$ cat src/rtl/irqtmr_pkg.sv
package irqtmr_pkg;

  // Saturating one-step decrement: zero stays zero.
  function automatic logic [31:0] step_down(input logic [31:0] c);
    return (c == 32'd0) ? 32'd0 : c - 32'd1;
  endfunction

  // True when the next step lands on (or stays at) zero.
  function automatic logic lands_on_zero(input logic [31:0] c);
    return c <= 32'd1;
  endfunction

  // Masked address compare used by the port decoder.
  function automatic logic port_hit(input logic [31:0] a, input logic [31:0] mask,
                                    input logic [31:0] match);
    return (a & mask) == match;
  endfunction

endpackage

$ cat src/rtl/irqtmr_decode.sv
module irqtmr_decode #(
  parameter int ADDR_W   = 16,
  parameter int LANES    = 2,
  parameter int DEC_MASK = 'h800F,
  parameter int CTRL_OFS = 'h800A,
  parameter int LANE_OFS = 'h800B
) (
  input  logic              clk,
  input  logic              rst_n,
  input  logic              wr_en,
  input  logic [ADDR_W-1:0] wr_addr,
  output logic [LANES-1:0]  lane_wr,
  output logic              ctrl_wr
);
  import irqtmr_pkg::*;

  logic [31:0] addr_ext;
  assign addr_ext = 32'(wr_addr);

  assign ctrl_wr = wr_en && port_hit(addr_ext, 32'(DEC_MASK), 32'(CTRL_OFS));

  for (genvar i = 0; i < LANES; i++) begin : g_lane
    assign lane_wr[i] = wr_en && port_hit(addr_ext, 32'(DEC_MASK), 32'(LANE_OFS + i));
  end


  one_port_chk: assert property (@(posedge clk) disable iff (!rst_n)
    $onehot0({lane_wr, ctrl_wr}));
endmodule

$ cat src/rtl/irqtmr_latch.sv
module irqtmr_latch #(
  parameter int DATA_W = 8,
  parameter int LANES  = 2,
  localparam int CNT_W = DATA_W * LANES
) (
  input  logic              clk,
  input  logic              rst_n,
  input  logic [LANES-1:0]  lane_wr,
  input  logic [DATA_W-1:0] wr_data,
  output logic [CNT_W-1:0]  reload
);
  for (genvar i = 0; i < LANES; i++) begin : g_byte
    logic [DATA_W-1:0] byte_q;
    always_ff @(posedge clk) begin
      if (!rst_n)          byte_q <= '0;
      else if (lane_wr[i]) byte_q <= wr_data;
    end
    assign reload[i*DATA_W +: DATA_W] = byte_q;
  end


  reload_hold_chk: assert property (@(posedge clk) disable iff (!rst_n)
    (lane_wr == '0) |=> $stable(reload));
endmodule

$ cat src/rtl/irqtmr_core.sv
module irqtmr_core #(
  parameter int CNT_W = 16
) (
  input  logic             clk,
  input  logic             rst_n,
  input  logic             ctrl_wr,
  input  logic             ctrl_en,
  input  logic [CNT_W-1:0] reload,
  output logic             irq
);
  import irqtmr_pkg::*;

  logic [CNT_W-1:0] cnt_q;
  logic             run_q;
  logic             irq_q;

  // Named internal events for the checks below.
  logic tick;
  logic hits_zero;
  logic fire_on_load;
  assign tick         = run_q && !ctrl_wr;
  assign hits_zero    = tick && lands_on_zero(32'(cnt_q));
  assign fire_on_load = ctrl_wr && ctrl_en && (reload == '0);

  always_ff @(posedge clk) begin
    if (!rst_n) begin
      cnt_q <= '0;
      run_q <= 1'b0;
      irq_q <= 1'b0;
    end else if (ctrl_wr) begin
      cnt_q <= reload;
      run_q <= ctrl_en;
      irq_q <= fire_on_load;
    end else if (tick) begin
      cnt_q <= CNT_W'(step_down(32'(cnt_q)));
      if (hits_zero) irq_q <= 1'b1;
    end
  end

  assign irq = irq_q;


  step_by_one_chk: assert property (@(posedge clk) disable iff (!rst_n)
    tick && (cnt_q != '0) |=> cnt_q == CNT_W'($past(cnt_q) - 1'b1));


  rest_at_zero_chk: assert property (@(posedge clk) disable iff (!rst_n)
    tick && (cnt_q == '0) |=> (cnt_q == '0) && irq_q);


  ack_clears_chk: assert property (@(posedge clk) disable iff (!rst_n)
    ctrl_wr && !fire_on_load |=> !irq_q);


  zero_enable_chk: assert property (@(posedge clk) disable iff (!rst_n)
    fire_on_load |=> irq_q);


  rise_cause_chk: assert property (@(posedge clk) disable iff (!rst_n)
    $rose(irq_q) |-> ($past(ctrl_wr) || $past(run_q)));
endmodule

$ cat src/rtl/irq_down_timer.sv
module irq_down_timer #(
  parameter int ADDR_W   = 16,
  parameter int DATA_W   = 8,
  parameter int LANES    = 2,
  parameter int DEC_MASK = 'h800F,
  parameter int CTRL_OFS = 'h800A,
  parameter int LANE_OFS = 'h800B
) (
  input  logic              clk,
  input  logic              rst_n,
  input  logic              wr_en,
  input  logic [ADDR_W-1:0] wr_addr,
  input  logic [DATA_W-1:0] wr_data,
  output logic              irq
);
  localparam int CNT_W = DATA_W * LANES;

  logic [LANES-1:0] lane_wr;
  logic             ctrl_wr;
  logic [CNT_W-1:0] reload;

  irqtmr_decode #(
    .ADDR_W(ADDR_W), .LANES(LANES), .DEC_MASK(DEC_MASK),
    .CTRL_OFS(CTRL_OFS), .LANE_OFS(LANE_OFS)
  ) u_decode (
    .clk(clk), .rst_n(rst_n), .wr_en(wr_en), .wr_addr(wr_addr),
    .lane_wr(lane_wr), .ctrl_wr(ctrl_wr)
  );

  irqtmr_latch #(.DATA_W(DATA_W), .LANES(LANES)) u_latch (
    .clk(clk), .rst_n(rst_n), .lane_wr(lane_wr), .wr_data(wr_data), .reload(reload)
  );

  irqtmr_core #(.CNT_W(CNT_W)) u_core (
    .clk(clk), .rst_n(rst_n), .ctrl_wr(ctrl_wr), .ctrl_en(wr_data[0]),
    .reload(reload), .irq(irq)
  );
endmodule

$ cat config.mk
export PLATFORM = sky130hd
export DESIGN_NAME = irq_down_timer
export DESIGN_NICKNAME = d
export VERILOG_FILES = /design/src/rtl/irqtmr_pkg.sv /design/src/rtl/irqtmr_decode.sv /design/src/rtl/irqtmr_latch.sv /design/src/rtl/irqtmr_core.sv /design/src/rtl/irq_down_timer.sv
export SDC_FILE = /design/constraint.sdc
export NUM_CORES = 1
export LEC_CHECK = 0
export ABC_AREA = 1
export BUFFER_PORTS_ARGS = -buffer_cell sky130_fd_sc_hd__buf_2
export CAP_MARGIN = 20
export CORE_MARGIN = 2
export CORE_UTILIZATION = 47
export CTS_CLUSTER_SIZE = 14
export DETAILED_ROUTE_END_ITERATION = 10
export PLACE_DENSITY = 0.74
export REMOVE_ABC_BUFFERS = 1
export SYNTH_ARGS = -nofsm -noshare
export SYNTH_HDL_FRONTEND = slang
export SYNTH_SLANG_ARGS = --single-unit
export TNS_END_PERCENT = 20
$ cat constraint.sdc
create_clock -name clk -period 1.5 [get_ports clk]
set_input_delay 0.15 -clock clk [delete_from_list [all_inputs] [get_ports clk]]
set_output_delay 0.15 -clock clk [all_outputs]
set_load 0.01 [all_outputs]
==> flow_summary_export.csv, run 1 <==
group,metric,value,unit
timing,fin_crit_sh,0.885,
synthesis,yosysWarnings,0,
critical_path,cp_cell_sequence,"inv_2 -> ha_1 -> nand2_1 -> nor2_2 -> nand2_2 -> nand2_8 -> inv_6 -> nand2_1 -> a21oi_1",
clock_tree,cts.sinks,34,
routing,viasPerCell,4.86,
global_routing,grt_pass1_wl,7220,um
cells_and_area,drive_gt1_frac,0.198,
synthesis,synth_fa_ha_area_frac,0.0190,
routing,wl_met3,158,um
critical_path,cp_slowest_stage_delay,0.37,ns
floorplanning,die_h,68.9,um
routing,drtIter0Drc,79,
critical_path,critPathRequiredTime,1.71,ns
run_status,status,"finished, final reports clean",
synthesis,synth_top_family_by_area,"simple AND/OR/NAND/NOR gates",
timing,tightest_slew,0.271,ns
cells_and_area,antenna_cells,0,
timing,fin_crit,1.33,ns
synthesis,ys.flop_type,"dfxtp_1",
routing,wl,4170,um
routing,vias,1741,
routing,maxUsedRoutingLayer,"met4",
critical_path,worstReg2RegEnd,"u_core.cnt_q[3]$_SDFFE_PN0P_",
routing,wire_per_inst,11.6,um
synthesis,synth-seq-area-share,0.344,
critical_path,crit_end,"u_core.cnt_q[3]$_SDFFE_PN0P_",
power_and_ir_drop,swShare,0.228,
clock_tree,cts_hold_buf,0,
timing,setup_viol,0,
floorplanning,core_area,0.00403,sq mm
clock_tree,clockBufferDepth,2,
power_and_ir_drop,power.leakage,0.980,nW
critical_path,worstPathMaxFanout,9,
routing,first_pass_iters,5,
critical_path,rr_startpoint,"u_core.cnt_q[0]$_SDFFE_PN0P_",
clock_tree,clockRootBuffer,"clkbuf_8",
critical_path,crit_start,"u_core.cnt_q[0]$_SDFFE_PN0P_",
worst_hold_path,hold_class,"input port to flip-flop",
synthesis,synth_compound_area_frac,0.149,
critical_path,crit_arrival,1.54,ns
power_and_ir_drop,irDropWorstVdd,0.453,mV
power_and_ir_drop,power_density,770,mW/mm^2
synthesis,yosys.area_share.simple,0.343,
timing,holdWs,0.143,ns
floorplanning,ios,28,
global_routing,antenna_found_initial,0,
cells_and_area,layout.nets,337,
routing,postRouteAntennaNets,0,
timing,slew_headroom,0.817,
critical_path,reg2reg_slack,0.17,ns
synthesis,yosysTopAreaCellShare,0.344,
cells_and_area,n_fill_cell,418,
power_and_ir_drop,p_clk_frac,0.409,
critical_path,cpMostUsedCell,"nand2_1",
place,port_buffers,16,
timing,slew_violations,0,
timing,rsz0062_at_grt,"no",
synthesis,syn_area_per_cell,6.89,sq um
global_routing,grtUsageTotal,0.204,
floorplanning,dieArea,0.00474,sq mm
power_and_ir_drop,power_frac_comb,0.055,
timing,skew,0.0102,ns
synthesis,synthXorXnorAreaFrac,0.0348,
place,dp_hpwl,3100,um
critical_path,rr_worst_depth,9,
synthesis,synth_cells,287,
synthesis,async_flop_share,0,
global_routing,first_global_vias,1706,
floorplanning,die_w,68.9,um
clock_tree,clkTransAtPathRegs,0.07,ns
clock_tree,clock_latency,0.28,ns
cells_and_area,area_growth,11.8,%
global_routing,gr-total-overflow,0,
routing,wl_met1,2030,um
floorplanning,placementRows,23,
timing,fmax,754,MHz
power_and_ir_drop,p_int,1.31,mW
floorplanning,start_util,0.491,
clock_tree,htree_levels,2,
timing,fin_tns_setup,0,ns
routing,post-route-drc-count,0,
clock_tree,cts_buffers,5,
synthesis,ys_top_cells_by_count,"nor2_1 (46), inv_1 (43), nand2_1 (42), dfxtp_1 (34), a21oi_1 (21)",
synthesis,yosysTopAreaCell,"dfxtp_1",
synthesis,yosysMostFrequentCell,"nor2_1",
worst_hold_path,worstHoldStart,"wr_data[6]",
synthesis,synth_edf_count,0,
critical_path,critPathKind,"flip-flop to flip-flop",
synthesis,synth-seq-cells,34,
power_and_ir_drop,p_sw,0.388,mW
critical_path,start_kind,"flip-flop",
global_routing,grt_max_degree,19,
synthesis,synthTopCellsByArea,"dfxtp_1 (34%), nor2_1 (8.7%), inv_1 (8.2%)",
synthesis,ys_types,28,
routing,wl_met2,1950,um
synthesis,syn_area,0.00198,sq mm
timing,hold_viol,0,
job,maxCapViolations,0,
critical_path,crit_path_top_delay_cell,"dfxtp_1",
clock_tree,cts_tree,"built",
synthesis,synth_mux_area_frac,0,
place,gp_congestion,0.797,
power_and_ir_drop,power.share.sequential,0.535,
critical_path,cp-end-kind,"flip-flop",
## sequential cells by signal, indices dropped and copies added, names as in the netlist
register	count
u_latch.g_byte.byte_q	16
u_core.irq	1
u_core.cnt_q	16
u_core.run_q	1
## timing repair
action	4_1_cts	5_1_grt
hold endpoints to repair	0	0
buffers inserted	0	0
resized for setup	0	4
endpoints found under the setup margin	0	4
## stage by stage
step                area, sq um  total power [mW]  setup slack (ns)  instances  utilization
CTS                        2200              1.72            0.0469        358        0.546
global route               2210              1.76            0.0283        358        0.549
finish                     2210              1.70             0.173        358        0.549
global placement           2110              1.03            0.0890        350        0.523
floorplan                  1940             0.981             0.181        281            -
detailed placement         2110              1.03            0.0532        350        0.523
## cell type report
class | instances | area (sq um) | share of cell area
sequential | 34 | 681 | 0.308
timing repair buffer | 19 | 103 | 0.0464
multi-input combinational | 200 | 1090 | 0.494
clock inverter | 1 | 5.00 | 0.00226
clock buffer | 7 | 86.3 | 0.0390
inverter | 47 | 181 | 0.0821
tap | 50 | 62.6 | 0.0283
## power groups by stage
| stage | clock [mW] | sequential (mW) | combinational [mW] |
|---|---|---|---|
| floorplan | 0 | 0.931 | 0.0490 |
| global placement | 0 | 0.931 | 0.0939 |
| detailed placement | 0 | 0.932 | 0.0949 |
| CTS | 0.715 | 0.911 | 0.0951 |
| global route | 0.746 | 0.911 | 0.107 |
| finish | 0.697 | 0.911 | 0.0943 |
## cells in the final DEF (no fill, tap or decap), types with 4 or more instances in the layout
cell type  Yosys  final
o22ai_1       10     10
nand4_1        4      4
nand3_1       18     18
nor2_2         9      9
xor2_1         6      6
nor2_1        46     46
o21ai_1        4      4
o21ai_0       16     16
nand2_1       42     42
dfxtp_1       34     34
inv_1         43     41
clkbuf_8       0      6
inv_2          2      4
buf_2          2     16
a21oi_1       21     21
nor2_4         7      7
## cell families after synthesis
kind of cell    count (synthesis)
compound gates                 54
xor+xnor                        7
fa+ha+maj                       3
buf+inv                        53
flops                          34
simple gates                  136
## worst min path at each step
stage / end / depth (start not counted) / slack [ns]
CTS: u_latch.g_byte[0].byte_q[6]$_SDFFE_PN0P_ / 3 / 0.13
floorplan: u_latch.g_byte[0].byte_q[5]$_SDFFE_PN0P_ / 2 / 0.29
finish: u_latch.g_byte[0].byte_q[6]$_SDFFE_PN0P_ / 3 / 0.14
detailed placement: u_latch.g_byte[0].byte_q[6]$_SDFFE_PN0P_ / 3 / 0.42
global route: u_latch.g_byte[0].byte_q[6]$_SDFFE_PN0P_ / 3 / 0.18
global placement: u_latch.g_byte[0].byte_q[5]$_SDFFE_PN0P_ / 3 / 0.42
## layer usage
| layer | GRT usage | up-vias |
|---|---|---|
| met5 | 0 | - |
| met4 | 0.0515 | 0 |
| met3 | 0.0438 | 2 |
| met2 | 0.349 | 32 |
| met1 | 0.259 | 761 |
| li1 | - | 946 |
## critical path: cells and delay by family, from the launching register on
family                     cells  cell delay [ns]
DFF                            1             0.37
and+or+nand+nor                5             0.36
adders and majority gates      1             0.20
buffers and inverters          2             0.19
AOI/OAI and AO/OA              1             0.13
No activity file was read; power rests on OpenSTA's default activity.
==> inputs of run 2 (changes only) <==
--- a/config.mk
+++ b/config.mk
@@ -8,12 +8,13 @@
 export ABC_AREA = 1
 export BUFFER_PORTS_ARGS = -buffer_cell sky130_fd_sc_hd__buf_2
 export CAP_MARGIN = 20
-export CORE_MARGIN = 2
+export CORE_MARGIN = 8
 export CORE_UTILIZATION = 47
 export CTS_CLUSTER_SIZE = 14
 export DETAILED_ROUTE_END_ITERATION = 10
 export PLACE_DENSITY = 0.74
 export REMOVE_ABC_BUFFERS = 1
+export SETUP_SLACK_MARGIN = 0.5
 export SYNTH_ARGS = -nofsm -noshare
 export SYNTH_HDL_FRONTEND = slang
 export SYNTH_SLANG_ARGS = --single-unit
==> constraint.sdc (replaced) <==
create_clock -name clk -period 1.5 [get_ports clk]
set_input_delay 0.15 -clock clk [delete_from_list [all_inputs] [get_ports clk]]
set_output_delay 0.15 -clock clk [all_outputs]
set_load 0.02 [all_outputs]
==> flow_summary_export.csv, run 2 (same netlist as run 1, synthesis figures left out) <==
group,metric,value,unit
critical_path,crit_path_top_delay_cell,"dfxtp_2",
timing,fin_tns_setup,0,ns
routing,wl,4770,um
floorplanning,core_area,0.00403,sq mm
routing,first_pass_iters,4,
timing,rsz0062_at_grt,"yes",
timing,fmax,767,MHz
critical_path,start_kind,"flip-flop",
critical_path,reg2reg_slack,0.20,ns
cells_and_area,layout.nets,349,
global_routing,first_global_vias,1791,
routing,wire_per_inst,12.9,um
floorplanning,placementRows,23,
critical_path,critPathKind,"flip-flop to flip-flop",
place,dp_slack,0.0178,ns
power_and_ir_drop,power.leakage,1.08,nW
clock_tree,cts_tree,"built",
floorplanning,die_w,80.9,um
routing,drtIter0Drc,115,
timing,setup_ws,0.197,ns
power_and_ir_drop,fin_total_pwr,1.70,mW
worst_hold_path,worstHoldStart,"wr_data[6]",
timing,slew_violations,0,
cells_and_area,mostFrequentLayoutCell,"inv_1",
routing,viasPerCell,4.95,
cells_and_area,final_util,0.600,
global_routing,grtUsageTotal,0.155,
global_routing,antenna_found_initial,0,
critical_path,rr_worst_depth,8,
global_routing,grt_pass1_wl,8010,um
critical_path,cp-end-kind,"flip-flop",
floorplanning,start_util,0.491,
run_status,status,"finished, final reports clean",
worst_hold_path,hold_end,"u_latch.g_byte[1].byte_q[6]$_SDFFE_PN0P_",
clock_tree,cts.sinks,34,
timing,holdWs,0.128,ns
global_routing,gr-total-overflow,0,
worst_hold_path,hold_path_depth,3,
cells_and_area,fin_cells,370,
floorplanning,ios,28,
cells_and_area,final_area,0.00242,sq mm
floorplanning,dieArea,0.00654,sq mm
critical_path,cpMostUsedCell,"nor2_1",
job,maxCapViolations,0,
clock_tree,clkTransAtPathRegs,0.07,ns
timing,skew,0.00431,ns
critical_path,crit_start,"u_core.cnt_q[0]$_SDFFE_PN0P_",
cells_and_area,reg_top3,"u_core.cnt_q: 16 flops, u_latch.g_byte.byte_q: 16 flops",
critical_path,critPathRequiredTime,1.68,ns
timing,tightest_slew,0.288,ns
place,post_dp_cell_area,0.00211,sq mm
clock_tree,cts_buffers,5,
critical_path,worstReg2RegEnd,"u_core.cnt_q[8]$_SDFFE_PN0P_",
critical_path,rr_startpoint,"u_core.cnt_q[0]$_SDFFE_PN0P_",
cells_and_area,area_growth,22.2,%
power_and_ir_drop,power_density,705,mW/mm^2
power_and_ir_drop,irDropWorstVdd,0.531,mV
critical_path,worstPathMaxFanout,5,
critical_path,path_delay_family,"simple AND/OR/NAND/NOR gates",
cells_and_area,drive_gt1_frac,0.303,
floorplanning,die_h,80.9,um
place,port_buffers,16,
clock_tree,clock_latency,0.29,ns
global_routing,grt_max_degree,19,
routing,post-route-drc-count,0,
timing,slew_headroom,0.807,
timing,fin_crit,1.30,ns
clock_tree,htree_levels,2,
critical_path,cp_cell_sequence,"inv_4 -> ha_4 -> nand2_4 -> nor2_4 -> xor2_1 -> nor2_1 -> nor2_1 -> nor2_1",
timing,setup_viol,0,
critical_path,crit_buf_inv,1,
place,dp_hpwl,3230,um
routing,postRouteAntennaNets,0,
cells_and_area,antenna_cells,0,
timing,fin_crit_sh,0.869,
critical_path,cp_slowest_stage_delay,0.34,ns
critical_path,crit_arrival,1.49,ns
routing,vias,1833,
clock_tree,clockRootBuffer,"clkbuf_8",
clock_tree,clockBufferDepth,2,
place,place_inst,351,
cells_and_area,final_cell_mix,"inv_1 (41), nor2_1 (40), nand2_1 (38)",
place,gp_congestion,0.843,
worst_hold_path,hold_class,"input port to flip-flop",
timing,hold_viol,0,
run 2: cell count changes in the layout (fill, tap and decap cells not counted), moves of 3 or more:
cell	previous run	this run
buf_4	3	14
dfxtp_1	34	24
dfxtp_2	0	8
nand2_1	42	38
nand2_2	3	6
nor2_1	46	40
nor2_4	7	15
run 2: final cells by class:
cell class              count  area (sq um)
clock inverters             3          21.3
multi-input cells         201          1190
repair buffers             30           185
flip-flops and latches     34           698
fillers                   367          1610
well taps                  50          62.6
clock buffers               5          68.8
inverters                  47           186
run 2: worst max path at each step:
stage / endpoint / slack, ns / depth (start not counted)
finish: u_core.cnt_q[8]$_SDFFE_PN0P_ / 0.20 / 8
global route: u_core.irq$_SDFFE_PN0P_ / 0.08 / 11
CTS: u_core.cnt_q[8]$_SDFFE_PN0P_ / 0.22 / 8
detailed placement: u_core.cnt_q[8]$_SDFFE_PN0P_ / 0.02 / 8
global placement: u_core.cnt_q[8]$_SDFFE_PN0P_ / 0.07 / 8
floorplan: u_core.cnt_q[8]$_SDFFE_PN0P_ / 0.18 / 8
run 2: routing by layer:
metal | share of wire | vias up | track usage
li1 | - | 971 | -
met1 | 0.47 | 808 | 0.195
met2 | 0.47 | 45 | 0.248
met3 | 0.040 | 9 | 0.0408
met4 | 0.015 | 0 | 0.0607
met5 | 0 | - | 0
run 2: report_power, final:
part	switching [mW]	internal (mW)	leakage, nW
Combinational	0.0630	0.0372	0.755
Sequential	0.00258	0.904	0.280
Clock	0.371	0.326	0.0441
run 2: repair_timing:
item,in CTS,in global routing
setup endpoints to repair,17,26
buffers inserted,6,4
pin swaps,11,13
hold buffers,0,0
resized for setup,25,16
gates cloned,1,0
run 2: worst register-to-register path, delay by kind of cell, from the launching register on:
kind / cells / cell delay, ns
and+or+nand+nor: 5 / 0.44
buffers and inverters: 1 / 0.09
adders and majority gates: 1 / 0.16
DFF: 1 / 0.34
xor gates and xnor gates: 1 / 0.17
==> inputs of run 3 (changes only) <==
--- a/config.mk
+++ b/config.mk
@@ -12,6 +12,7 @@
 export CORE_UTILIZATION = 47
 export CTS_CLUSTER_SIZE = 14
 export DETAILED_ROUTE_END_ITERATION = 10
+export GPL_TIMING_DRIVEN = 0
 export PLACE_DENSITY = 0.74
 export REMOVE_ABC_BUFFERS = 1
 export SETUP_SLACK_MARGIN = 0.5
==> flow_summary_export.csv, run 3 (same netlist as run 1, synthesis figures left out) <==
group,metric,value,unit
run_status,status,"finished, final reports clean",
critical_path,start_kind,"flip-flop",
cells_and_area,final_area,0.00241,sq mm
critical_path,rr_worst_depth,10,
floorplanning,die_h,80.9,um
critical_path,rr_startpoint,"u_core.cnt_q[0]$_SDFFE_PN0P_",
critical_path,reg2reg_slack,0.20,ns
clock_tree,clockRootBuffer,"clkbuf_8",
timing,slew_violations,0,
floorplanning,placementRows,23,
routing,viasPerCell,5.10,
routing,wl_met3,138,um
routing,wl,4730,um
power_and_ir_drop,power_density,719,mW/mm^2
floorplanning,core_area,0.00403,sq mm
cells_and_area,mostFrequentLayoutCell,"inv_1",
clock_tree,htree_levels,2,
cells_and_area,multi_input_area,0.00119,sq mm
routing,wl_met1,2240,um
timing,fmax,771,MHz
floorplanning,start_util,0.491,
place,dp_slack,0.0273,ns
global_routing,grt_max_degree,19,
clock_tree,cts_buffers,5,
critical_path,cp_cell_sequence,"inv_4 -> buf_4 -> nand2_4 -> nor2_4 -> nand2_1 -> nand2_1 -> nand2_1 -> nor2_1 -> nor2_1 -> nor2_1",
global_routing,gr-total-overflow,0,
cells_and_area,layout.nets,349,
timing,skew,0.00814,ns
critical_path,cp_slowest_stage_delay,0.34,ns
global_routing,grtUsageTotal,0.154,
worst_hold_path,worstHoldStart,"wr_data[5]",
cells_and_area,reg_top3,"u_core.cnt_q: 16 flops, u_latch.g_byte.byte_q: 16 flops",
cells_and_area,seq_area,694,sq um
floorplanning,ios,28,
routing,wire_per_inst,12.8,um
worst_hold_path,hold_path_depth,3,
cells_and_area,drive_gt1_frac,0.297,
clock_tree,clockBufferDepth,2,
routing,maxUsedRoutingLayer,"met4",
cells_and_area,final_cell_mix,"inv_1 (41), nand2_1 (40), nor2_1 (38)",
timing,tightest_slew,0.581,ns
job,maxCapViolations,0,
power_and_ir_drop,power.leakage,1.08,nW
critical_path,critPathRequiredTime,1.71,ns
cells_and_area,antenna_cells,0,
floorplanning,die_w,80.9,um
global_routing,antenna_found_initial,0,
global_routing,grt_pass1_wl,8050,um
critical_path,cp-end-kind,"flip-flop",
routing,first_pass_iters,4,
cells_and_area,area_growth,21.9,%
timing,fin_crit_sh,0.865,
timing,fin_tns_setup,0,ns
place,post_dp_cell_area,0.00208,sq mm
routing,post-route-drc-count,0,
worst_hold_path,hold_class,"input port to flip-flop",
routing,vias,1887,
routing,drtIter0Drc,165,
clock_tree,cts_tree,"built",
clock_tree,clock_latency,0.29,ns
timing,slew_headroom,0.610,
critical_path,crit_path_top_delay_cell,"dfxtp_2",
place,gp_congestion,0.874,
clock_tree,cts.sinks,34,
power_and_ir_drop,irDropWorstVdd,0.702,mV
timing,fin_crit,1.30,ns
routing,postRouteAntennaNets,0,
critical_path,critPathKind,"flip-flop to flip-flop",
timing,setup_ws,0.202,ns
critical_path,worstReg2RegEnd,"u_core.cnt_q[9]$_SDFFE_PN0P_",
floorplanning,dieArea,0.00654,sq mm
worst_hold_path,hold_end,"u_latch.g_byte[0].byte_q[5]$_SDFFE_PN0P_",
cells_and_area,n_fill_cell,371,
place,dp_hpwl,3220,um
critical_path,worstPathMaxFanout,7,
timing,setup_viol,0,
place,port_buffers,16,
timing,hold_viol,0,
timing,rsz0062_at_grt,"yes",
critical_path,crit_arrival,1.51,ns
clock_tree,clkTransAtPathRegs,0.07,ns
global_routing,first_global_vias,1823,
routing,wl_met2,2290,um
run 3: timing repair:
| item | in CTS | in global routing |
|---|---|---|
| cloned | 1 | 0 |
| resized for setup | 34 | 4 |
| pin swaps | 22 | 3 |
| hold buffers | 0 | 0 |
| buffers inserted | 14 | 0 |
| endpoints found under the setup margin | 17 | 22 |
run 3: critical path, delay by kind of cell, from the launching register on:
kind | cells | cell delay [ns]
buf+inv | 2 | 0.22
simple gates | 8 | 0.66
flops | 1 | 0.34
run 3: worst max-delay path by stage:
stage / startpoint / end / slack, ns / cells past startpoint
global route: u_core.cnt_q[1]$_SDFFE_PN0P_ / u_core.irq$_SDFFE_PN0P_ / 0.11 / 11
detailed placement: u_core.cnt_q[0]$_SDFFE_PN0P_ / u_core.cnt_q[12]$_SDFFE_PN0P_ / 0.03 / 9
global placement: u_core.cnt_q[0]$_SDFFE_PN0P_ / u_core.cnt_q[8]$_SDFFE_PN0P_ / 0.05 / 8
floorplan: u_core.cnt_q[0]$_SDFFE_PN0P_ / u_core.cnt_q[8]$_SDFFE_PN0P_ / 0.18 / 8
CTS: u_core.cnt_q[9]$_SDFFE_PN0P_ / u_core.cnt_q[5]$_SDFFE_PN0P_ / 0.24 / 8
finish: u_core.cnt_q[0]$_SDFFE_PN0P_ / u_core.cnt_q[9]$_SDFFE_PN0P_ / 0.20 / 10
run 3: power by group:
part           switching (mW)  internal [mW]
logic                  0.0621         0.0333
registers             0.00239          0.906
clock network           0.362          0.369
total                   0.427           1.31
run 3: layer usage:
metal / global-route usage / vias to the layer above
met2: 0.263 / 30
met4: 0.0536 / 0
met5: 0 / -
met1: 0.184 / 875
li1: - / 977
met3: 0.0386 / 5
run 3: cell type report:
type,count,area share
clock buffer,6,0.0342
clock inverter,2,0.00519
inverter,47,0.0783
multi-input combinational,201,0.492
sequential,34,0.288
tap,50,0.0259
timing repair buffer,30,0.0768
run 3: per-stage QoR:
stage | power [mW] | cells | hold slack [ns] | utilization
finish | 1.74 | 370 | 0.132 | 0.599
global route | 1.80 | 370 | 0.139 | 0.599
CTS | 1.74 | 370 | 0.130 | 0.596
detailed placement | 1.03 | 347 | 0.434 | 0.517
global placement | 1.02 | 347 | 0.419 | 0.517
floorplan | 0.981 | 281 | 0.286 | -
